$ cat config.mk
export PLATFORM = sky130hd
export DESIGN_NAME = irq_redirect_ctrl
export DESIGN_NICKNAME = d
export VERILOG_FILES = /design/src/rtl/irc_pkg.sv /design/src/rtl/irc_regfile.sv /design/src/rtl/irc_prio.sv /design/src/rtl/irc_dispatch.sv /design/src/rtl/irq_redirect_ctrl.sv
export SDC_FILE = /design/constraint.sdc
export NUM_CORES = 2
export LEC_CHECK = 0
export ABC_CLOCK_PERIOD_IN_PS = 8100
export BUFFER_PORTS_ARGS = -buffer_cell sky130_fd_sc_hd__buf_2
export CORE_MARGIN = 2
export CORE_UTILIZATION = 40
export DETAILED_ROUTE_END_ITERATION = 10
export REMOVE_ABC_BUFFERS = 1
export SYNTH_ARGS = -nofsm -noshare
export SYNTH_HDL_FRONTEND = slang
export SYNTH_SLANG_ARGS = --single-unit
$ cat constraint.sdc
create_clock -name clk -period 8.1 [get_ports clk]
set_clock_uncertainty 0.2 [all_clocks]
set_input_delay 0.405 -clock clk [delete_from_list [all_inputs] [get_ports clk]]
set_output_delay 0.405 -clock clk [all_outputs]
set_load 0.1 [all_outputs]
$ cat src/rtl/irc_pkg.sv
package irc_pkg;

    localparam logic [7:0]  OFF_SEL  = 8'h00;
    localparam logic [7:0]  OFF_WIN  = 8'h10;
    localparam logic [7:0]  IDX_ID   = 8'h00;
    localparam logic [7:0]  IDX_VER  = 8'h01;
    localparam logic [7:0]  IDX_ARB  = 8'h02;
    localparam logic [7:0]  IDX_TBL  = 8'h10;
    localparam logic [31:0] LO_KEEP  = 32'h0000_5000;
    localparam logic [31:0] NIB_MASK = 32'h0F00_0000;

    typedef struct packed {
        logic [7:0]  dest;
        logic [38:0] rsvd;
        logic        mask;
        logic        trig;
        logic        rirr;
        logic        pol;
        logic        dstat;
        logic        dst_mode;
        logic [2:0]  dlv_mode;
        logic [7:0]  vector;
    } rte_t;

    typedef enum logic [2:0] {
        ACC_ID,
        ACC_VER,
        ACC_ARB,
        ACC_LO,
        ACC_HI,
        ACC_BAD
    } acc_kind_t;

    typedef struct packed {
        logic [7:0] line;
        logic [7:0] vector;
        logic [2:0] mode;
        logic       dest_mode;
        logic [7:0] dest;
    } dlv_t;

    function automatic rte_t rte_reset();
        rte_t e;
        e = '0;
        e.mask = 1'b1;
        return e;
    endfunction

    function automatic acc_kind_t decode_sel(input logic [7:0] sel, input int n);
        int off;
        off = int'(sel) - int'(IDX_TBL);
        if (sel == IDX_ID)  return ACC_ID;
        if (sel == IDX_VER) return ACC_VER;
        if (sel == IDX_ARB) return ACC_ARB;
        if (off >= 0 && off < 2 * n) return sel[0] ? ACC_HI : ACC_LO;
        return ACC_BAD;
    endfunction

    function automatic logic [6:0] ent_of(input logic [7:0] sel);
        logic [7:0] d;
        d = sel - IDX_TBL;
        return d[7:1];
    endfunction

    function automatic logic [31:0] ver_word(input int n, input logic [7:0] ver);
        return {8'h00, 8'(n - 1), 8'h00, ver};
    endfunction

endpackage

$ cat src/rtl/irc_regfile.sv
module irc_regfile
    import irc_pkg::*;
#(
    parameter int         N       = 24,
    parameter logic [7:0] VERSION = 8'h11
) (
    input  logic              clk,
    input  logic              rst,
    input  logic              bus_en,
    input  logic              bus_we,
    input  logic [7:0]        bus_addr,
    input  logic [31:0]       bus_wdata,
    output logic [31:0]       bus_rdata,
    output logic              bus_err,
    output rte_t [N-1:0]      entries_o
);

    logic [7:0]  sel_q;
    logic [3:0]  id_q;
    logic [3:0]  arb_q;
    rte_t        tbl_q [N];
    acc_kind_t   kind;
    logic [6:0]  ent;
    logic        sel_hit;
    logic        win_hit;
    logic        win_wr;
    logic [31:0] win_val;
    logic [31:0] rd_val;
    logic        err_d;
    logic [31:0] rdata_q;
    logic        err_q;
    logic [N-1:0] prot_any;

    assign sel_hit = bus_en && (bus_addr == OFF_SEL);
    assign win_hit = bus_en && (bus_addr == OFF_WIN);
    assign win_wr  = win_hit && bus_we;
    assign kind    = decode_sel(sel_q, N);
    assign ent     = ent_of(sel_q);

    always_ff @(posedge clk) begin
        if (rst) begin
            sel_q <= '0;
            id_q  <= '0;
            arb_q <= '0;
        end else begin
            if (sel_hit && bus_we) sel_q <= bus_wdata[7:0];
            if (win_wr && kind == ACC_ID)  id_q  <= bus_wdata[27:24];
            if (win_wr && kind == ACC_ARB) arb_q <= bus_wdata[27:24];
        end
    end

    for (genvar g = 0; g < N; g++) begin : g_ent
        always_ff @(posedge clk) begin
            if (rst) begin
                tbl_q[g] <= rte_reset();
            end else if (win_wr && ent == 7'(g)) begin
                if (kind == ACC_LO)
                    tbl_q[g][31:0] <= (bus_wdata & ~LO_KEEP) | (tbl_q[g][31:0] & LO_KEEP);
                else if (kind == ACC_HI)
                    tbl_q[g][63:32] <= bus_wdata;
            end
        end
        assign entries_o[g] = tbl_q[g];
    end

    always_comb begin
        win_val = '0;
        case (kind)
            ACC_ID:  win_val = {4'h0, id_q, 24'h0};
            ACC_VER: win_val = ver_word(N, VERSION);
            ACC_ARB: win_val = {4'h0, arb_q, 24'h0};
            ACC_LO, ACC_HI: begin
                for (int i = 0; i < N; i++)
                    if (ent == 7'(i))
                        win_val = (kind == ACC_LO) ? tbl_q[i][31:0] : tbl_q[i][63:32];
            end
            default: win_val = '0;
        endcase
    end

    always_comb begin
        if (sel_hit)      rd_val = {24'h0, sel_q};
        else if (win_hit) rd_val = win_val;
        else              rd_val = '0;
        err_d = win_hit && ((kind == ACC_BAD) || (kind == ACC_VER && bus_we));
    end

    always_ff @(posedge clk) begin
        if (rst) begin
            rdata_q <= '0;
            err_q   <= 1'b0;
        end else begin
            if (bus_en && !bus_we) rdata_q <= rd_val;
            err_q <= err_d;
        end
    end

    assign bus_rdata = rdata_q;
    assign bus_err   = err_q;

    always_comb begin
        for (int i = 0; i < N; i++)
            prot_any[i] = tbl_q[i].rirr | tbl_q[i].dstat;
    end

    // a version write is refused and flagged
    a_r3_ver_refused: assert property (@(posedge clk) disable iff (rst)
        (win_wr && sel_q == IDX_VER) |=> bus_err);

    // a write to an unassigned index leaves the table alone
    a_r6_bad_write_inert: assert property (@(posedge clk) disable iff (rst)
        (win_wr && kind == ACC_BAD) |=> ($stable(entries_o) && bus_err));

    // software writes never move the protected status bits
    a_r5_status_untouched: assert property (@(posedge clk) disable iff (rst)
        (bus_en && bus_we) |=> $stable(prot_any));

    // accesses off the two offsets raise no error
    a_r7_other_offset_quiet: assert property (@(posedge clk) disable iff (rst)
        (bus_en && !sel_hit && !win_hit) |=> !bus_err);

endmodule

$ cat src/rtl/irc_prio.sv
module irc_prio #(
    parameter int N  = 24,
    parameter int LW = 5
) (
    input  logic [N-1:0]  req,
    output logic [N-1:0]  grant,
    output logic [LW-1:0] idx,
    output logic          any
);

    assign grant = req & ((~req) + {{(N-1){1'b0}}, 1'b1});
    assign any   = |req;

    always_comb begin
        idx = '0;
        for (int i = N - 1; i >= 0; i--)
            if (req[i]) idx = LW'(i);
    end

endmodule

$ cat src/rtl/irc_dispatch.sv
module irc_dispatch
    import irc_pkg::*;
#(
    parameter int N  = 24,
    parameter int LW = (N > 1) ? $clog2(N) : 1
) (
    input  logic          clk,
    input  logic          rst,
    input  logic          raise_valid,
    input  logic [7:0]    raise_line,
    input  rte_t [N-1:0]  entries,
    input  logic          dlv_ready,
    output logic          dlv_valid,
    output dlv_t          dlv_o,
    output logic          raise_err
);

    logic [N-1:0]  pending_q;
    logic [N-1:0]  set_vec;
    logic [N-1:0]  clr_vec;
    logic [N-1:0]  grant;
    logic [LW-1:0] grant_idx;
    logic          any_req;
    logic          load;
    logic          in_range;
    logic          line_masked;
    logic [LW-1:0] raise_idx;
    logic          out_valid_q;
    dlv_t          out_q;
    logic          err_q;

    assign in_range  = int'(raise_line) < N;
    assign raise_idx = raise_line[LW-1:0];

    always_comb begin
        set_vec     = '0;
        line_masked = 1'b0;
        for (int i = 0; i < N; i++) begin
            if (raise_line == 8'(i)) begin
                line_masked = entries[i].mask;
                set_vec[i]  = raise_valid && !entries[i].mask;
            end
        end
    end

    irc_prio #(.N(N), .LW(LW)) u_prio (
        .req   (pending_q),
        .grant (grant),
        .idx   (grant_idx),
        .any   (any_req)
    );

    assign load    = any_req && (!out_valid_q || dlv_ready);
    assign clr_vec = load ? grant : '0;

    always_ff @(posedge clk) begin
        if (rst) begin
            pending_q   <= '0;
            out_valid_q <= 1'b0;
            out_q       <= '0;
            err_q       <= 1'b0;
        end else begin
            pending_q <= (pending_q & ~clr_vec) | set_vec;
            err_q     <= raise_valid && !in_range;
            if (load) begin
                out_valid_q     <= 1'b1;
                out_q.line      <= 8'(grant_idx);
                out_q.vector    <= entries[grant_idx].vector;
                out_q.mode      <= entries[grant_idx].dlv_mode;
                out_q.dest_mode <= entries[grant_idx].dst_mode;
                out_q.dest      <= entries[grant_idx].dest;
            end else if (dlv_ready) begin
                out_valid_q <= 1'b0;
            end
        end
    end

    assign dlv_valid = out_valid_q;
    assign dlv_o     = out_q;
    assign raise_err = err_q;

    // an unmasked raise lands in the pending latch
    a_r8_unmasked_pends: assert property (@(posedge clk) disable iff (rst)
        (raise_valid && in_range && !line_masked) |=> pending_q[$past(raise_idx)]);

    // a masked raise leaves its line idle
    a_r9_masked_dropped: assert property (@(posedge clk) disable iff (rst)
        (raise_valid && in_range && line_masked && !pending_q[raise_idx])
        |=> !pending_q[$past(raise_idx)]);

    // out-of-range line numbers are flagged
    a_r10_range_flag: assert property (@(posedge clk) disable iff (rst)
        (raise_valid && !in_range) |=> raise_err);

    // the grant is a single pending line with nothing lower pending
    a_r11_lowest_first: assert property (@(posedge clk) disable iff (rst)
        any_req |-> ($onehot(grant) && ((grant & pending_q) == grant)
                     && (((grant - {{(N-1){1'b0}}, 1'b1}) & pending_q) == '0)));

    // an offer holds until accepted
    a_r12_offer_holds: assert property (@(posedge clk) disable iff (rst)
        (dlv_valid && !dlv_ready) |=> (dlv_valid && $stable(dlv_o)));

endmodule

$ cat src/rtl/irq_redirect_ctrl.sv
module irq_redirect_ctrl
    import irc_pkg::*;
#(
    parameter int         NUM_LINES = 24,
    parameter logic [7:0] VERSION   = 8'h11
) (
    input  logic        clk,
    input  logic        rst,
    input  logic        bus_en,
    input  logic        bus_we,
    input  logic [7:0]  bus_addr,
    input  logic [31:0] bus_wdata,
    output logic [31:0] bus_rdata,
    output logic        bus_err,
    input  logic        raise_valid,
    input  logic [7:0]  raise_line,
    output logic        raise_err,
    output logic        dlv_valid,
    input  logic        dlv_ready,
    output logic [7:0]  dlv_line,
    output logic [7:0]  dlv_vector,
    output logic [2:0]  dlv_mode,
    output logic        dlv_dest_mode,
    output logic [7:0]  dlv_dest
);

    localparam int LINE_W = (NUM_LINES > 1) ? $clog2(NUM_LINES) : 1;

    rte_t [NUM_LINES-1:0] entries;
    dlv_t                 dlv;

    irc_regfile #(.N(NUM_LINES), .VERSION(VERSION)) u_regs (
        .clk       (clk),
        .rst       (rst),
        .bus_en    (bus_en),
        .bus_we    (bus_we),
        .bus_addr  (bus_addr),
        .bus_wdata (bus_wdata),
        .bus_rdata (bus_rdata),
        .bus_err   (bus_err),
        .entries_o (entries)
    );

    irc_dispatch #(.N(NUM_LINES), .LW(LINE_W)) u_disp (
        .clk         (clk),
        .rst         (rst),
        .raise_valid (raise_valid),
        .raise_line  (raise_line),
        .entries     (entries),
        .dlv_ready   (dlv_ready),
        .dlv_valid   (dlv_valid),
        .dlv_o       (dlv),
        .raise_err   (raise_err)
    );

    assign dlv_line      = dlv.line;
    assign dlv_vector    = dlv.vector;
    assign dlv_mode      = dlv.mode;
    assign dlv_dest_mode = dlv.dest_mode;
    assign dlv_dest      = dlv.dest;

endmodule

==> results.sh <==
export IMPL_report_final_hold_viol_count=0
export IMPL_drtPass1Iterations=8
export IMPL_cts_tree="built"
export IMPL_worst_setup_path_type="register to register"
export IMPL_synthAdderAreaFrac=0.000324
export IMPL_drv_cap=2
export IMPL_clockRootBuffer="clkbuf_16"
export IMPL_total_power_uw=18100
export IMPL_worstPathRequired_ns=8.57
export IMPL_finalNetCount=7004
export IMPL_drt_iter0_drc=10400
export IMPL_syn_avg_cell_area_um2=10.9
export IMPL_ctsResizeCount=0
export IMPL_synthArstFlopShare=0
export IMPL_ys_flop_type="edfxtp_1"
export IMPL_setup_tns_ns=0
export IMPL_die_w_um=443
export IMPL_num_rows=161
export IMPL_place_congestion=1.03
export IMPL_power_density_mw_per_mm2=211
export IMPL_vias=59700
export IMPL_yosysMostFrequentCell="edfxtp_1"
export IMPL_fin_crit_sh=0.757
export IMPL_worst_skew_pair_late_latency_ns=0.85
export IMPL_rsz0062_at_grt="false"
export IMPL_critPathLaunchType="register"
export IMPL_die_area_mm2=0.197
export IMPL_p_leak_uw=0.0317
export IMPL_ys_types=85
export IMPL_cts_buffers=170
export IMPL_io_buffers=113
export IMPL_synth_compound_area_frac=0.0727
export IMPL_synthSimpleGateAreaFrac=0.242
export IMPL_hp_class="input port to register"
export IMPL_worst_pin_slew_ns=1.52
export IMPL_ys_warn_count=0
export IMPL_timing_fmax_ghz=0.163
export IMPL_ys_top_cells_by_count="1,488 x edfxtp_1, 1,469 x and2_1, 1,386 x nand2_1"
export IMPL_worst_hold_slack_ns=0.0463
export IMPL_synth_seq_cells=1588
export IMPL_layout_min_cycle_time_ns=6.13
export IMPL_synth_edf_count=1488
export IMPL_grt_use_total=0.329
export IMPL_netlist_instances=7078
export IMPL_postRouteWirelength_mm=332
export IMPL_route_detailed_drc=0
export IMPL_wl_met3_mm=45.1
export IMPL_muxShareOfSynthArea=0.0429
export IMPL_wl_per_cell_um=34.5
export IMPL_die_height_um=443
export IMPL_grt_max_degree=121
export IMPL_core_mm2=0.192
export IMPL_grt_antenna_before_repair=44
export IMPL_final_max_slew_violation_count=2
export IMPL_avgViaCountPerCell=6.20
export IMPL_setup_viol=0
export IMPL_drt_met1_wl_mm=123
export IMPL_irDropWorstVdd_mv=0.184
export IMPL_syn_area_mm2=0.0772
export IMPL_critPathMaxFanout=12
export IMPL_synth_top_area_cell="edfxtp_1"
export IMPL_area_delta_synth_final_pct=11.3
export IMPL_clk_pin_slew_ns=0.06
export IMPL_top_layer="met5"
export IMPL_wl_met2_mm=139
export IMPL_yosys_area_top_type_share=0.579
export IMPL_worstSetupEndpointType="register"
export IMPL_clock_sinks=1588
export IMPL_h_tree_depth=4
export IMPL_grt_pass1_wl_mm=455
export IMPL_synthXorXnorAreaFrac=0.000113
export IMPL_status="finished with violations"
export IMPL_initial_core_util=0.402
export IMPL_dp_hpwl_mm=205
export IMPL_worstPathArrival_ns=6.60
export IMPL_ant_nets=0
export IMPL_io_pins=117
export IMPL_synth_area_top_cells="edfxtp_1 58%, and2_1 12%, nand2_1 6.7%"
export IMPL_gr_total_overflow=0
export IMPL_slew_headroom=-0.0260
export IMPL_violations="capacitance limit, slew limit"
export IMPL_drive_gt1_frac=0.103
export IMPL_clk_path_buf_depth=3
export IMPL_postLayoutCoreUtil=0.447
export IMPL_grt_pass1_vias=54900
export IMPL_yosysSeqAreaShare=0.604
export IMPL_synth_top_family_by_area="simple AND/OR/NAND/NOR gates"
[final timing paths]
path                          end  slack, ns  cells after the start        startpoint
min           u_disp.pending_q[3]       0.05                      6     raise_line[6]
max          u_regs.bus_rdata[17]       1.97                     14   u_regs.sel_q[4]
max reg2reg  u_regs.bus_rdata[17]       1.97                     14   u_regs.sel_q[4]
min reg2reg      u_disp.dlv_o[24]       0.26                      2  u_disp.dlv_o[24]
[report_power, final]
| group | total (µW) | switching (µW) | internal [µW] |
|---|---|---|---|
| Sequential | 9500 | 168 | 9330 |
| Clock | 7820 | 3470 | 4350 |
| Combinational | 818 | 667 | 151 |
| Total | 18100 | 4300 | 13800 |
[repair_timing]
item	CTS	global route
hold buffers	19	0
buffers inserted	0	0
endpoints found under the hold margin	45	0
setup endpoints to repair	0	0
[sequential cells by signal, summed over array words and instances (netlist names)]
name	flops
u_regs.bus_rdata	32
u_disp.pending_q	24
u_disp.raise_err	1
u_regs.tbl_q	1488
u_regs.arb_q	4
u_disp.dlv_o	25
u_regs.bus_err	1
u_regs.sel_q	8
u_regs.id_q	4
u_disp.dlv_valid	1
[per-stage QoR]
| step | setup slack (ns) | cells | instance area, µm² |
|---|---|---|---|
| after floorplan | -3.98 | 6435 | 74400 |
| final | 1.97 | 9626 | 86000 |
| after global routing | 2.09 | 9617 | 85900 |
| after global placement | 1.43 | 9282 | 80300 |
| after detailed placement | 2.47 | 9283 | 80300 |
| after CTS | 2.46 | 9615 | 85900 |
[area by class of cell]
class | instances | area [µm²]
multi-input combinational | 4836 | 28200
tap | 2526 | 3160
antenna | 11 | 27.5
sequential | 1588 | 46700
clock inverter | 97 | 896
inverter | 11 | 41.3
timing repair buffer | 341 | 2440
fill | 17600 | 106000
clock buffer | 216 | 4530
[worst max-delay path, cell delays in order (launching register included)]
cell      delay [ns]
dfxtp_1         0.44
inv_1           0.17
ha_1            0.33
and3b_1         0.24
o311ai_2        0.28
buf_4           0.29
nor2_1          0.16
nand2_1         0.79
buf_4           0.31
o22ai_1         0.10
nor4_1          1.19
o21ai_0         0.62
buf_4           0.35
a31oi_1         0.31
o32ai_1         0.14
[layer usage]
metal  track usage  up-vias
met1         0.438    29500
met5             0        -
met3        0.0961      851
li1              -    24600
met4         0.205       26
met2         0.472     4715
[cells in the final DEF (no fill, tap or decap), drive strengths merged, types with 60 or more instances in the layout]
cell type,netlist,layout
edfxtp,1488,1488
and2,1469,1469
nand2,1386,1386
a21oi,406,406
buf,200,322
nand3,281,281
mux2i,238,238
clkbuf,445,216
nor2,170,170
a31oi,107,107
dfxtp,100,100
o21ai,75,75
o22ai,72,72
clkinv,0,72
nor4,65,65
nand4,60,60
[logic make-up (layout without fill, tap and decap cells)]
| group | count (synthesis) | after routing |
|---|---|---|
| simple gates | 3648 | 3648 |
| flops | 1588 | 1588 |
| compound gates | 901 | 901 |
| buf+inv | 656 | 665 |
| mux | 281 | 281 |
| fa+ha+maj | 2 | 2 |
| other cells | 1 | 14 |
| xor+xnor | 1 | 1 |
(Power assumes the default switching activity.)
